File: config.mk
export PLATFORM = sky130hd
export DESIGN_NAME = iter_divider
export DESIGN_NICKNAME = d
export VERILOG_FILES = /design/src/rtl/div_pkg.sv /design/src/rtl/div_seq.sv /design/src/rtl/div_prep.sv /design/src/rtl/div_core.sv /design/src/rtl/div_fix.sv /design/src/rtl/iter_divider.sv
export SDC_FILE = /design/constraint.sdc
export NUM_CORES = 1
export LEC_CHECK = 0
export ABC_AREA = 1
export BUFFER_PORTS_ARGS = -buffer_cell sky130_fd_sc_hd__buf_4
export CAP_MARGIN = 20
export CORE_MARGIN = 2
export CORE_UTILIZATION = 50
export CTS_CLUSTER_DIAMETER = 150
export DETAILED_ROUTE_END_ITERATION = 8
export PLACE_DENSITY_LB_ADDON = 0.2
export SYNTH_ARGS = -nofsm -noshare
export SYNTH_HDL_FRONTEND = slang
export SYNTH_SLANG_ARGS = --single-unit
File: constraint.sdc
create_clock -name clk -period 5.2 [get_ports clk]
set_input_delay 0.52 -clock clk [delete_from_list [all_inputs] [get_ports clk]]
set_output_delay 0.52 -clock clk [all_outputs]
set_load 0.02 [all_outputs]
File: src/rtl/div_pkg.sv
package div_pkg;
  typedef struct packed {
    logic wide;
    logic sgn;
    logic frac;
  } div_mode_t;
endpackage

File: src/rtl/div_seq.sv
module div_seq #(
  parameter int NSTEP = 19,
  localparam int CW = $clog2(NSTEP)
) (
  input  logic          clk,
  input  logic          rst,
  input  logic          start,
  input  logic          step_en,
  output logic          busy,
  output logic          done,
  output logic [CW-1:0] cnt,
  output logic          go
);
  localparam logic [CW-1:0] LAST = CW'(NSTEP - 1);

  assign go = busy && step_en;

  always_ff @(posedge clk) begin
    if (rst) begin
      busy <= 1'b0;
      done <= 1'b0;
      cnt  <= '0;
    end else begin
      done <= 1'b0;
      if (!busy) begin
        if (start) begin
          busy <= 1'b1;
          cnt  <= '0;
        end
      end else if (step_en) begin
        if (cnt == LAST) begin
          busy <= 1'b0;
          done <= 1'b1;
          cnt  <= '0;
        end else begin
          cnt <= cnt + 1'b1;
        end
      end
    end
  end

  assert_done_pulse_R5: assert property (@(posedge clk) disable iff (rst)
    done |=> !done);
  assert_done_on_finish_R5: assert property (@(posedge clk) disable iff (rst)
    $fell(busy) |-> done);
  assert_pause_freeze_R6: assert property (@(posedge clk) disable iff (rst)
    (busy && !step_en) |=> (busy && $stable(cnt)));
  assert_start_ignored_R7: assert property (@(posedge clk) disable iff (rst)
    (busy && start && step_en && cnt != LAST) |=> (busy && cnt == $past(cnt) + 1'b1));
endmodule

File: src/rtl/div_prep.sv
module div_prep
  import div_pkg::*;
#(
  parameter int W = 16
) (
  input  logic [2*W-1:0] dvd,
  input  logic [W-1:0]   dvs,
  input  div_mode_t      mode,
  output logic [2*W-1:0] mag_dvd,
  output logic [W-1:0]   mag_dvs,
  output logic           neg_q,
  output logic           neg_r
);
  logic [W-1:0]   lo;
  logic [W-1:0]   lo_mag;
  logic [2*W-1:0] full_mag;
  logic           dvd_neg;
  logic           dvs_neg;

  always_comb begin
    lo       = dvd[W-1:0];
    lo_mag   = (mode.sgn && lo[W-1]) ? (~lo + 1'b1) : lo;
    full_mag = (mode.sgn && dvd[2*W-1]) ? (~dvd + 1'b1) : dvd;
    dvs_neg  = mode.sgn && dvs[W-1];
    mag_dvs  = dvs_neg ? (~dvs + 1'b1) : dvs;
    if (mode.frac) begin
      dvd_neg = mode.sgn && lo[W-1];
      mag_dvd = {1'b0, lo_mag, {(W-1){1'b0}}};
    end else if (mode.wide) begin
      dvd_neg = mode.sgn && dvd[2*W-1];
      mag_dvd = full_mag;
    end else begin
      dvd_neg = mode.sgn && lo[W-1];
      mag_dvd = {{W{1'b0}}, lo_mag};
    end
    neg_r = dvd_neg;
    neg_q = dvd_neg ^ dvs_neg;
  end
endmodule

File: src/rtl/div_core.sv
module div_core #(
  parameter int W = 16
) (
  input  logic           clk,
  input  logic           rst,
  input  logic           load,
  input  logic           iter,
  input  logic [2*W-1:0] mag_dvd,
  input  logic [W-1:0]   mag_dvs,
  output logic [W-1:0]   rem,
  output logic [W-1:0]   quo
);
  logic [W-1:0] dsr;
  logic [W:0]   shifted;
  logic [W:0]   diff;
  logic         qbit;

  always_comb begin
    shifted = {rem, quo[W-1]};
    diff    = shifted - {1'b0, dsr};
    qbit    = (shifted >= {1'b0, dsr});
  end

  always_ff @(posedge clk) begin
    if (rst) begin
      rem <= '0;
      quo <= '0;
      dsr <= '0;
    end else if (load) begin
      rem <= mag_dvd[2*W-1:W];
      quo <= mag_dvd[W-1:0];
      dsr <= mag_dvs;
    end else if (iter) begin
      rem <= qbit ? diff[W-1:0] : shifted[W-1:0];
      quo <= {quo[W-2:0], qbit};
    end
  end

  assert_core_idle_R6: assert property (@(posedge clk) disable iff (rst)
    (!load && !iter) |=> ($stable(rem) && $stable(quo) && $stable(dsr)));
endmodule

File: src/rtl/div_fix.sv
module div_fix #(
  parameter int W = 16
) (
  input  logic [W-1:0] rem,
  input  logic [W-1:0] quo,
  input  logic         neg_q,
  input  logic         neg_r,
  output logic [W-1:0] q_out,
  output logic [W-1:0] r_out
);
  assign q_out = neg_q ? (~quo + 1'b1) : quo;
  assign r_out = neg_r ? (~rem + 1'b1) : rem;
endmodule

File: src/rtl/iter_divider.sv
module iter_divider
  import div_pkg::*;
#(
  parameter int W = 16,
  localparam int NSTEP = W + 3,
  localparam int CW = $clog2(NSTEP)
) (
  input  logic           clk,
  input  logic           rst,
  input  logic           start,
  input  logic           step_en,
  input  logic [2*W-1:0] dividend,
  input  logic [W-1:0]   divisor,
  input  logic           wide,
  input  logic           signed_op,
  input  logic           frac,
  output logic           busy,
  output logic           done,
  output logic [W-1:0]   quotient,
  output logic [W-1:0]   remainder,
  output logic           div_zero
);
  localparam logic [CW-1:0] FIX_STEP = CW'(W + 1);
  localparam logic [CW-1:0] PUB_STEP = CW'(W + 2);

  logic [2*W-1:0] op_dvd;
  logic [W-1:0]   op_dvs;
  div_mode_t      op_mode;
  logic [CW-1:0]  cnt;
  logic           go;
  logic           do_load, do_iter, do_fix, do_pub;
  logic [2*W-1:0] mag_dvd;
  logic [W-1:0]   mag_dvs;
  logic           neg_q, neg_r;
  logic [W-1:0]   core_rem, core_quo;
  logic [W-1:0]   fix_q, fix_r;
  logic [W-1:0]   res_q, res_r;

  div_seq #(.NSTEP(NSTEP)) u_seq (
    .clk(clk), .rst(rst), .start(start), .step_en(step_en),
    .busy(busy), .done(done), .cnt(cnt), .go(go)
  );

  assign do_load = go && (cnt == '0);
  assign do_iter = go && (cnt != '0) && (cnt < FIX_STEP);
  assign do_fix  = go && (cnt == FIX_STEP);
  assign do_pub  = go && (cnt == PUB_STEP);

  always_ff @(posedge clk) begin
    if (rst) begin
      op_dvd  <= '0;
      op_dvs  <= '0;
      op_mode <= '0;
    end else if (start && !busy) begin
      op_dvd  <= dividend;
      op_dvs  <= divisor;
      op_mode <= '{wide: wide, sgn: signed_op, frac: frac};
    end
  end

  div_prep #(.W(W)) u_prep (
    .dvd(op_dvd), .dvs(op_dvs), .mode(op_mode),
    .mag_dvd(mag_dvd), .mag_dvs(mag_dvs), .neg_q(neg_q), .neg_r(neg_r)
  );

  div_core #(.W(W)) u_core (
    .clk(clk), .rst(rst), .load(do_load), .iter(do_iter),
    .mag_dvd(mag_dvd), .mag_dvs(mag_dvs), .rem(core_rem), .quo(core_quo)
  );

  div_fix #(.W(W)) u_fix (
    .rem(core_rem), .quo(core_quo), .neg_q(neg_q), .neg_r(neg_r),
    .q_out(fix_q), .r_out(fix_r)
  );

  always_ff @(posedge clk) begin
    if (rst) begin
      res_q     <= '0;
      res_r     <= '0;
      quotient  <= '0;
      remainder <= '0;
      div_zero  <= 1'b0;
    end else begin
      if (do_fix) begin
        res_q <= fix_q;
        res_r <= fix_r;
      end
      if (do_pub) begin
        quotient  <= res_q;
        remainder <= res_r;
        div_zero  <= (op_dvs == '0);
      end
    end
  end

  assert_hold_outputs_R10: assert property (@(posedge clk) disable iff (rst)
    !done |-> ($stable(quotient) && $stable(remainder) && $stable(div_zero)));
  assert_zero_flag_R8: assert property (@(posedge clk) disable iff (rst)
    done |-> (div_zero == (op_dvs == '0)));
  assert_pause_state_R6: assert property (@(posedge clk) disable iff (rst)
    (busy && !step_en) |=> ($stable(core_rem) && $stable(core_quo) && $stable(res_q)));
  assert_idle_done_R5: assert property (@(posedge clk) disable iff (rst)
    done |-> !busy);
endmodule

## Word-level counts from Yosys, hierarchy flattened

Cells that the tools add are included.

| word-level totals | value |
|---|---|
| logic and storage cells | 77 |
| input bits | 55 |
| register bits | 171 |
| output and inout bits | 35 |

| operators by class | value |
|---|---|
| mux-type cells | 23 |
| order comparisons | 2 |
| bitwise gates (word level) | 8 |
| $add $sub $neg | 7 |
| reductions and logical operators | 18 |
| equal/unequal tests | 3 |

Operators by type and width:

| kind | count |
|---|---|
| two-way mux 16 bit | 9 |
| two-way mux 32 bit | 3 |
| adder 16 x 1 -> 16 bit (second input constant) | 4 |
| inverter 16 bit | 4 |
| adder 32 x 1 -> 32 bit (second input constant) | 1 |
| inverter 32 bit | 1 |
| two-way mux 5 bit | 4 |
| greater-or-equal comparator 17 x 16 -> 1 bit | 1 |
| zero test 16 bit | 1 |
| subtractor 16 bit | 1 |
| equality test 5 bit (second input constant) | 2 |
| logical AND 1 bit | 10 |
| two-way mux 1 bit | 7 |
| adder 5 x 1 -> 5 bit (second input constant) | 1 |
| zero test 5 bit | 1 |
| < comparator 5 bit (second input constant) | 1 |
| nonzero test 5 bit | 1 |
| nonzero test 2 bit | 2 |
| OR reduction 3 bit | 1 |
| inequality test 2 bit (second input constant) | 1 |
| inverter 1 bit | 2 |
| AND reduction 2 bit | 1 |
| zero test 1 bit | 1 |
| XOR 1 bit | 1 |

## Longest topological paths before layout

Gate-level depths: netlist of run 1.

| logic depth | value |
|---|---|
| depth after elaboration | 6 |
| gate-level depth with buffers | 15 |
| gate-level depth less buffers | 15 |

## Hierarchy

A second synthesis of run 1 with hierarchy kept.

| unflattened totals | value |
|---|---|
| cell total of the unflattened synthesis | 1,700 |
| area total of the unflattened synthesis | 10,779.1 um^2 |

Modules (own cells, without submodules):

| module | times used | cells an instance | area an instance (um^2) |
|---|---|---|---|
| iter_divider | 1 | 537 | 4,152.7 |
| div_core | 1 | 489 | 3,193.1 |
| div_prep | 1 | 435 | 2,162.1 |
| div_fix | 1 | 182 | 893.4 |
| div_seq | 1 | 57 | 377.9 |

## Worst setup path after synthesis of run 1

No wires, ideal clock.

| timing | value |
|---|---|
| path type | register to register |
| start | register u_core.rem[11] |
| end | register u_core.rem[2] |
| setup time | 0.109 ns |
| clock period less this slack | 1.875 ns |
| path slack | 3.325 ns |
| data arrival time | 1.766 ns |
| buffers on the path | 1 |
| stages on the path, launching flop included | 15 |
| data required time | 5.091 ns |
| cells stage by stage | dfxtp_1 > ha_1 > nand2_1 > inv_1 > nand2_1 > nand2_1 > nand2_1 > nand3_1 > nor2_4 > nand2_4 > buf_8 > o21ai_0 > nand3_1 > nand2_1 > inv_1 |

| between the ends | value |
|---|---|
| longest elaborated chain between the ends | 4 |

Ends and longest elaborated chain:

| element | RTL line | source |
|---|---|---|
| from (decl) | div_core.sv:10 | `output logic [W-1:0] rem,` |
| from (signal assigned) | div_core.sv:30 | `rem <= mag_dvd[2*W-1:W];` |
| from (signal assigned) | div_core.sv:34 | `rem <= qbit ? diff[W-1:0] : shifted[W-1:0];` |
| greater-or-equal comparator 17 x 16 -> 1 bit | div_core.sv:21 | `qbit = (shifted >= {1'b0, dsr});` |
| two-way mux 16 bit | div_core.sv:34 |  |
| two-way mux 16 bit | div_core.sv:33 | `end else if (iter) begin` |
| two-way mux 16 bit | div_core.sv:29 | `end else if (load) begin` |

No other way between the ends. The select of a mux whose other input is x is not followed.
A chain may end at the register's enable or synchronous reset.

## Final worst setup path of run 1

| timing | value |
|---|---|
| start | register u_seq.cnt[0] |
| end | register u_core.quo[2] |

| between the ends | value |
|---|---|
| longest elaborated chain between the ends | 4 |

Ends and longest elaborated chain:

| element | RTL line | source |
|---|---|---|
| from (decl) | div_seq.sv:11 | `output logic [CW-1:0] cnt,` |
| from (signal assigned) | div_seq.sv:36 | `cnt <= cnt + 1'b1;` |
| branches (longest 4 deep; another with < comparator 5 bit) | - |  |
| to (signal assigned) | div_core.sv:31 | `quo <= mag_dvd[W-1:0];` |
| to (signal assigned) | div_core.sv:35 | `quo <= {quo[W-2:0], qbit};` |
| to (decl) | div_core.sv:11 | `output logic [W-1:0] quo` |

Parallel ways; which one is timed is not known.

==> flow_summary.ini, run 1 <==
[timing]
final-hold-violation-count = 0
rsz0062_at_grt = no
worst_hold_slack_ns = 0.296
drv_slew = 0
worstMarginPinSlew_ns = 0.959
setup_ws_ns = 2.56
max_slew_margin_pct = 36.0
period_share_pct = 50.7
fmax_ghz = 0.379
setup_viol = 0
fin_crit_ns = 2.64
finalSetupTns_ns = 0
skew_ns = 0.0119

[flow_run]
max-cap-violations = 0

[grt]
gr-total-overflow = 0
grt_pass1_vias = 8642
grt_max_degree = 96
track_usage_pct = 25.2
antenna_found_initial = 0
grt_pass1_wl_mm = 44.2

[placement]
dp_hpwl_mm = 20.0
dpl-instance-area_mm2 = 0.0107
place_inst = 1790
pre_cts_slack_ns = 2.50
place_congestion = 0.925
io_buffers = 89

[power]
power_mw = 3.70
p_leak_nw = 5.16
powerDensity_mw_per_mm2 = 327
p_sw_mw = 1.29
switching_share_pct = 34.8
power_frac_clock_pct = 36.0
irDropWorstVdd_uv = 263
p_seq_share_pct = 39.0
p_comb_share_pct = 25.1
internal_power_mw = 2.41

[worst_setup_path]
required_ns = 5.55
timing.critical_path.mode_cell = inv_2
crit_path_top_delay_cell = inv_2
criticalPathCategory = flop to flop
critPathMaxFanout = 45
end_kind = flop
critPathMaxStageDelay_ns = 0.51
cp-start-kind = flop
path_cells = inv_1 > ha_1 > nand4_2 > buf_4 > inv_2 > nand2_1 > inv_2 > o211ai_1 > a221oi_1
arrival_ns = 2.98
r2r_slack_ns = 2.56

[cts]
clk_pin_slew_ns = 0.07
clockBufferDepth = 2
h-tree-depth = 4
cts_tree = done
cts_buffers = 17
clock_latency_ns = 0.45
cts_resized = 0
cts_setup_buffers = 0
cts_sinks = 171
cts_root_buf = clkbuf_16
hold_buffers = 0

[layout]
area_growth_pct = 13.5
drive_above_1_share_pct = 10.7
instances_no_fill = 1822
final_util_pct = 57.8
num_antenna_cells = 0
fill_cells = 1997
final_nets = 1624
fin_area_mm2 = 0.0113

[logic_synthesis]
synth.distinct_cells = 47
synth_warnings = 0
ys.flop_type = dfxtp_1
synth-async-reset-ratio_pct = 0
synth_compound_area_share_pct = 21.6
yosys-top-cells-count = 287 x nand2_1, 188 x inv_1, 171 x dfxtp_1
synth_top_family_by_area = simple AND/OR/NAND/NOR gates
yosysTopAreaCell = dfxtp_1
synth-edff-count = 0
yosysSeqAreaShare_pct = 34.4
syn_area_per_cell_um2 = 6.63
synth_top_area_share_pct = 34.4
synth_seq_cells = 171
muxShareOfSynthArea_pct = 0
synthCells = 1500
yosys.area_share.adder_pct = 3.22
synth_most_common_cell = nand2_1
synthXorXnorAreaFrac_pct = 4.05
syn_area_mm2 = 0.00995
synth_nets = 1580
synth-simple-area-share_pct = 26.1
netlist_top_cells_area = dfxtp_1 34%, nand2_1 11%, o21ai_0 8.2%

[die]
die_h_um = 145
num_rows = 51
ios = 90
fp.coreArea_mm2 = 0.0195
die_area_mm2 = 0.0210
start_util_pct = 51.0
die_x_um = 145

[drt]
viasPerCell = 5.47
drc = 0
drtPass1Iterations = 7
num_vias = 9970
wirelength_mm = 27.1
postRouteAntennaNets = 0
post_drt_wl_per_cell_um = 14.8
drtIter0Drc = 828

[worst_hold_path]
hold_class = input pin to flop

[run_status]
status = finished clean
[cells by family after synthesis]
| kind of cell | count (synthesis) |
|---|---|
| adders and majority gates | 25 |
| xor gates and xnor gates | 46 |
| AOI/OAI and AO/OA | 395 |
| buffers and inverters | 269 |
| DFF | 171 |
| and+or+nand+nor | 594 |
[flip-flops by register name, summed over array words and instances (netlist names)]
| name | count |
|---|---|
| res_r | 16 |
| quotient | 16 |
| op_dvs | 16 |
| u_core.dsr | 16 |
| res_q | 16 |
| u_seq.done | 1 |
| u_core.quo | 16 |
| op_mode | 3 |
| remainder | 16 |
| u_seq.cnt | 5 |
| u_seq.busy | 1 |
| u_core.rem | 16 |
| op_dvd | 32 |
| div_zero | 1 |
[final timing paths]
path | from | to | depth (start not counted)
worst max-delay path | u_seq.cnt[0] | u_core.quo[2] | 9
worst min-delay path | divisor[6] | op_dvs[6] | 3
worst max register to register | u_seq.cnt[0] | u_core.quo[2] | 9
worst min register to register | res_r[9] | remainder[9] | 2
[layout make-up]
type / count / area, um^2 / area share (%)
clock inverter: 14 / 181 / 1.61
multi-input combinational: 1060 / 5460 / 48.4
clock buffer: 18 / 429 / 3.80
inverter: 198 / 744 / 6.59
sequential: 171 / 3420 / 30.3
tap: 265 / 332 / 2.94
timing repair buffer: 96 / 721 / 6.38
[cells in the final DEF, fill, tap and decap left out, types with 17 or more instances in the layout]
cell type | netlist | layout
a21oi_1 | 162 | 162
dfxtp_1 | 171 | 171
nor2_1 | 102 | 102
nand2_1 | 287 | 287
clkbuf_16 | 0 | 17
o21ai_0 | 164 | 164
ha_1 | 24 | 24
inv_1 | 188 | 186
xor2_1 | 40 | 40
o211ai_1 | 27 | 27
nand4_1 | 17 | 17
buf_4 | 2 | 96
nand3_1 | 146 | 146
[power by group through the flow]
stage / Sequential, mW / Combinational, mW / Clock, mW
CTS: 1.44 / 0.913 / 1.34
global route: 1.45 / 1.04 / 1.39
finish: 1.44 / 0.926 / 1.33
floorplan: 1.44 / 0.730 / 0
detailed placement: 1.47 / 0.907 / 0
global placement: 1.47 / 0.903 / 0
[routing by layer]
metal,track usage (%),routed length [um],vias to the layer above
li1,-,-,5062
met1,36.1,12900,4515
met2,39.7,11800,356
met3,3.99,1910,37
met4,6.47,396,0
met5,0,0,-
[critical path: cells and delay by family (launching register included)]
| family | cells | cell delay (ns) |
|---|---|---|
| buffers and inverters | 4 | 1.20 |
| AOI/OAI and AO/OA | 2 | 0.40 |
| and+or+nand+nor | 2 | 0.38 |
| DFF | 1 | 0.35 |
| adders and majority gates | 1 | 0.18 |
(Power assumes the default switching activity.)
==> inputs of run 2 (changes only) <==
- clock period: 5.2 -> 2.35 ns (I/O delays scaled with it)
==> run 2 against run 1 <==
Against the previous run:
- global-route usage up 1.4 points
- sequential cell count unchanged
- combinational power up 140%
- worst setup slack worse by 2.4 ns
- routed wire length up 6.3%
- maximum frequency up 20%
- final area up 3.2%
- core utilization up 1.8 points
- critical path type unchanged
- largest power group unchanged
- highest routed layer unchanged
==> flow_summary.ini, run 2 (synthesis gave the netlist of run 1 again) <==
[power]
power_mw = 8.24
p_leak_nw = 5.36
power_frac_clock_pct = 34.4
irDropWorstVdd_uv = 550
p_seq_share_pct = 38.2
switching_share_pct = 35.6
powerDensity_mw_per_mm2 = 707
internal_power_mw = 5.31
p_comb_share_pct = 27.3
p_sw_mw = 2.93

[drt]
post_drt_wl_per_cell_um = 15.4
drtPass1Iterations = 5
viasPerCell = 5.42
drtIter0Drc = 794
drc = 0
num_vias = 10088
postRouteAntennaNets = 0
wirelength_mm = 28.8

[timing]
fin_crit_ns = 2.20
worstMarginPinSlew_ns = 0.800
drv_slew = 0
skew_ns = 0.0114
final-hold-violation-count = 0
worst_hold_slack_ns = 0.0176
fmax_ghz = 0.454
setup_viol = 0
period_share_pct = 93.7
max_slew_margin_pct = 46.6

[worst_setup_path]
crit_path_top_delay_cell = dfxtp_1
rr_worst_depth = 13
critPathTopFamily = simple AND/OR/NAND/NOR gates
path_cells = ha_1 > nand2_1 > inv_1 > nand2_1 > nand3_2 > nand2_1 > nand2_1 > nand2_2 > nand2_8 > inv_1 > nor2_1 > o21ai_1 > a21oi_1
timing.critical_path.mode_cell = nand2_1
arrival_ns = 2.50
critPathBufInv = 2
end_kind = flop
r2r_start = u_core.rem[2]
r2r_end = u_core.rem[1]
r2r_slack_ns = 0.15
criticalPathCategory = flop to flop
critPathMaxStageDelay_ns = 0.44
cp-start-kind = flop
required_ns = 2.65
critPathMaxFanout = 17

[worst_hold_path]
hold_class = input pin to flop
hp-start = divisor[4]
hold_depth = 3
holdPathEnd = op_dvs[4]

[grt]
use_met2_pct = 42.3
track_usage_pct = 26.6
antenna_found_initial = 0
grt_pass1_wl_mm = 45.9
met1_usage_pct = 37.7
gr-total-overflow = 0
busiest_layer = met2
grt_util_met3_pct = 3.65
grt_pass1_vias = 8914
grt_max_degree = 98

[cts]
clk_pin_slew_ns = 0.08
cts_root_buf = clkbuf_16
h-tree-depth = 4
clockBufferDepth = 2
cts_sinks = 171
cts_tree = done
cts_buffers = 17
clock_latency_ns = 0.43

[layout]
largest_reg_flops = 32
drive_above_1_share_pct = 13.4
num_antenna_cells = 0
final_nets = 1664
final_util_pct = 59.7
final_cell_mix = 286 x nand2_1, 185 x inv_1, 170 x dfxtp_1
area_growth_pct = 17.1
top_register = op_dvd
layout_commonest_cell = nand2_1

[placement]
io_buffers = 89
place_congestion = 0.935
dp_hpwl_mm = 21.7

[die]
die_x_um = 145
fp.coreArea_mm2 = 0.0195
die_area_mm2 = 0.0210
ios = 90
start_util_pct = 51.0
num_rows = 51
die_h_um = 145

[run_status]
status = finished clean

[flow_run]
max-cap-violations = 0
-- run 2: per-stage QoR --
step / worst slack (ns) / cells / instance area [um^2] / setup TNS, ns
6_report: 0.148 / 1862 / 11700 / 0
5_1_grt: -0.00794 / 1862 / 11700 / -0.00811
4_1_cts: 0.114 / 1860 / 11600 / 0
3_5_place_dp: 0.149 / 1828 / 11000 / 0
3_3_place_gp: 0.112 / 1828 / 11000 / 0
2_1_floorplan: 0.475 / 1500 / 9950 / 0
-- run 2: power groups by stage --
stage | Combinational (mW) | Sequential [mW] | Clock [mW]
after floorplan | 1.62 | 3.18 | 0
after global placement | 2.17 | 3.21 | 0
after detailed placement | 2.18 | 3.22 | 0
after CTS | 2.19 | 3.15 | 2.88
after global routing | 2.51 | 3.17 | 3.00
final | 2.25 | 3.15 | 2.84
-- run 2: area by class of cell --
cell class / instances / area, um^2
Fill cell: 1967 / 7880
Multi-Input combinational cell: 1060 / 5490
Sequential cell: 171 / 3420
Timing Repair Buffer: 135 / 1050
Inverter: 198 / 748
Clock buffer: 19 / 453
Tap cell: 265 / 332
Clock inverter: 13 / 146
Timing Repair inverter: 1 / 7.51
-- run 2: worst max path at each step --
stage                              start             to  slack (ns)  depth (start not counted)
after floorplan           u_core.rem[11]  u_core.rem[2]        0.47                         14
after global placement     u_core.rem[7]  u_core.rem[5]        0.11                         13
after detailed placement   u_core.dsr[8]  u_core.rem[5]        0.15                         14
after CTS                  u_core.dsr[1]  u_core.rem[0]        0.11                         14
after global routing      u_core.dsr[12]  u_core.rem[5]      -0.008                         14
final                      u_core.rem[2]  u_core.rem[1]        0.15                         13
-- run 2: worst reg2reg max path, delay by kind of cell, from the launching register on --
kind | cells | cell delay, ns
adder cells (fa/ha/maj) | 1 | 0.33
flip-flops | 1 | 0.44
buffers and inverters | 2 | 0.26
AND/OR/NAND/NOR | 8 | 0.83
AO/OA/AOI/OAI | 2 | 0.21
-- run 2: repair_timing --
item	in CTS	in global routing
hold buffers	0	0
setup endpoints to repair	0	17
setup buffers	0	1
resized for setup	0	9
-- run 2: layer usage --
metal / up-vias / routed length (um)
li1: 5132 / -
met1: 4597 / 13700
met2: 312 / 12800
met3: 47 / 1660
met4: 0 / 618
met5: - / 0
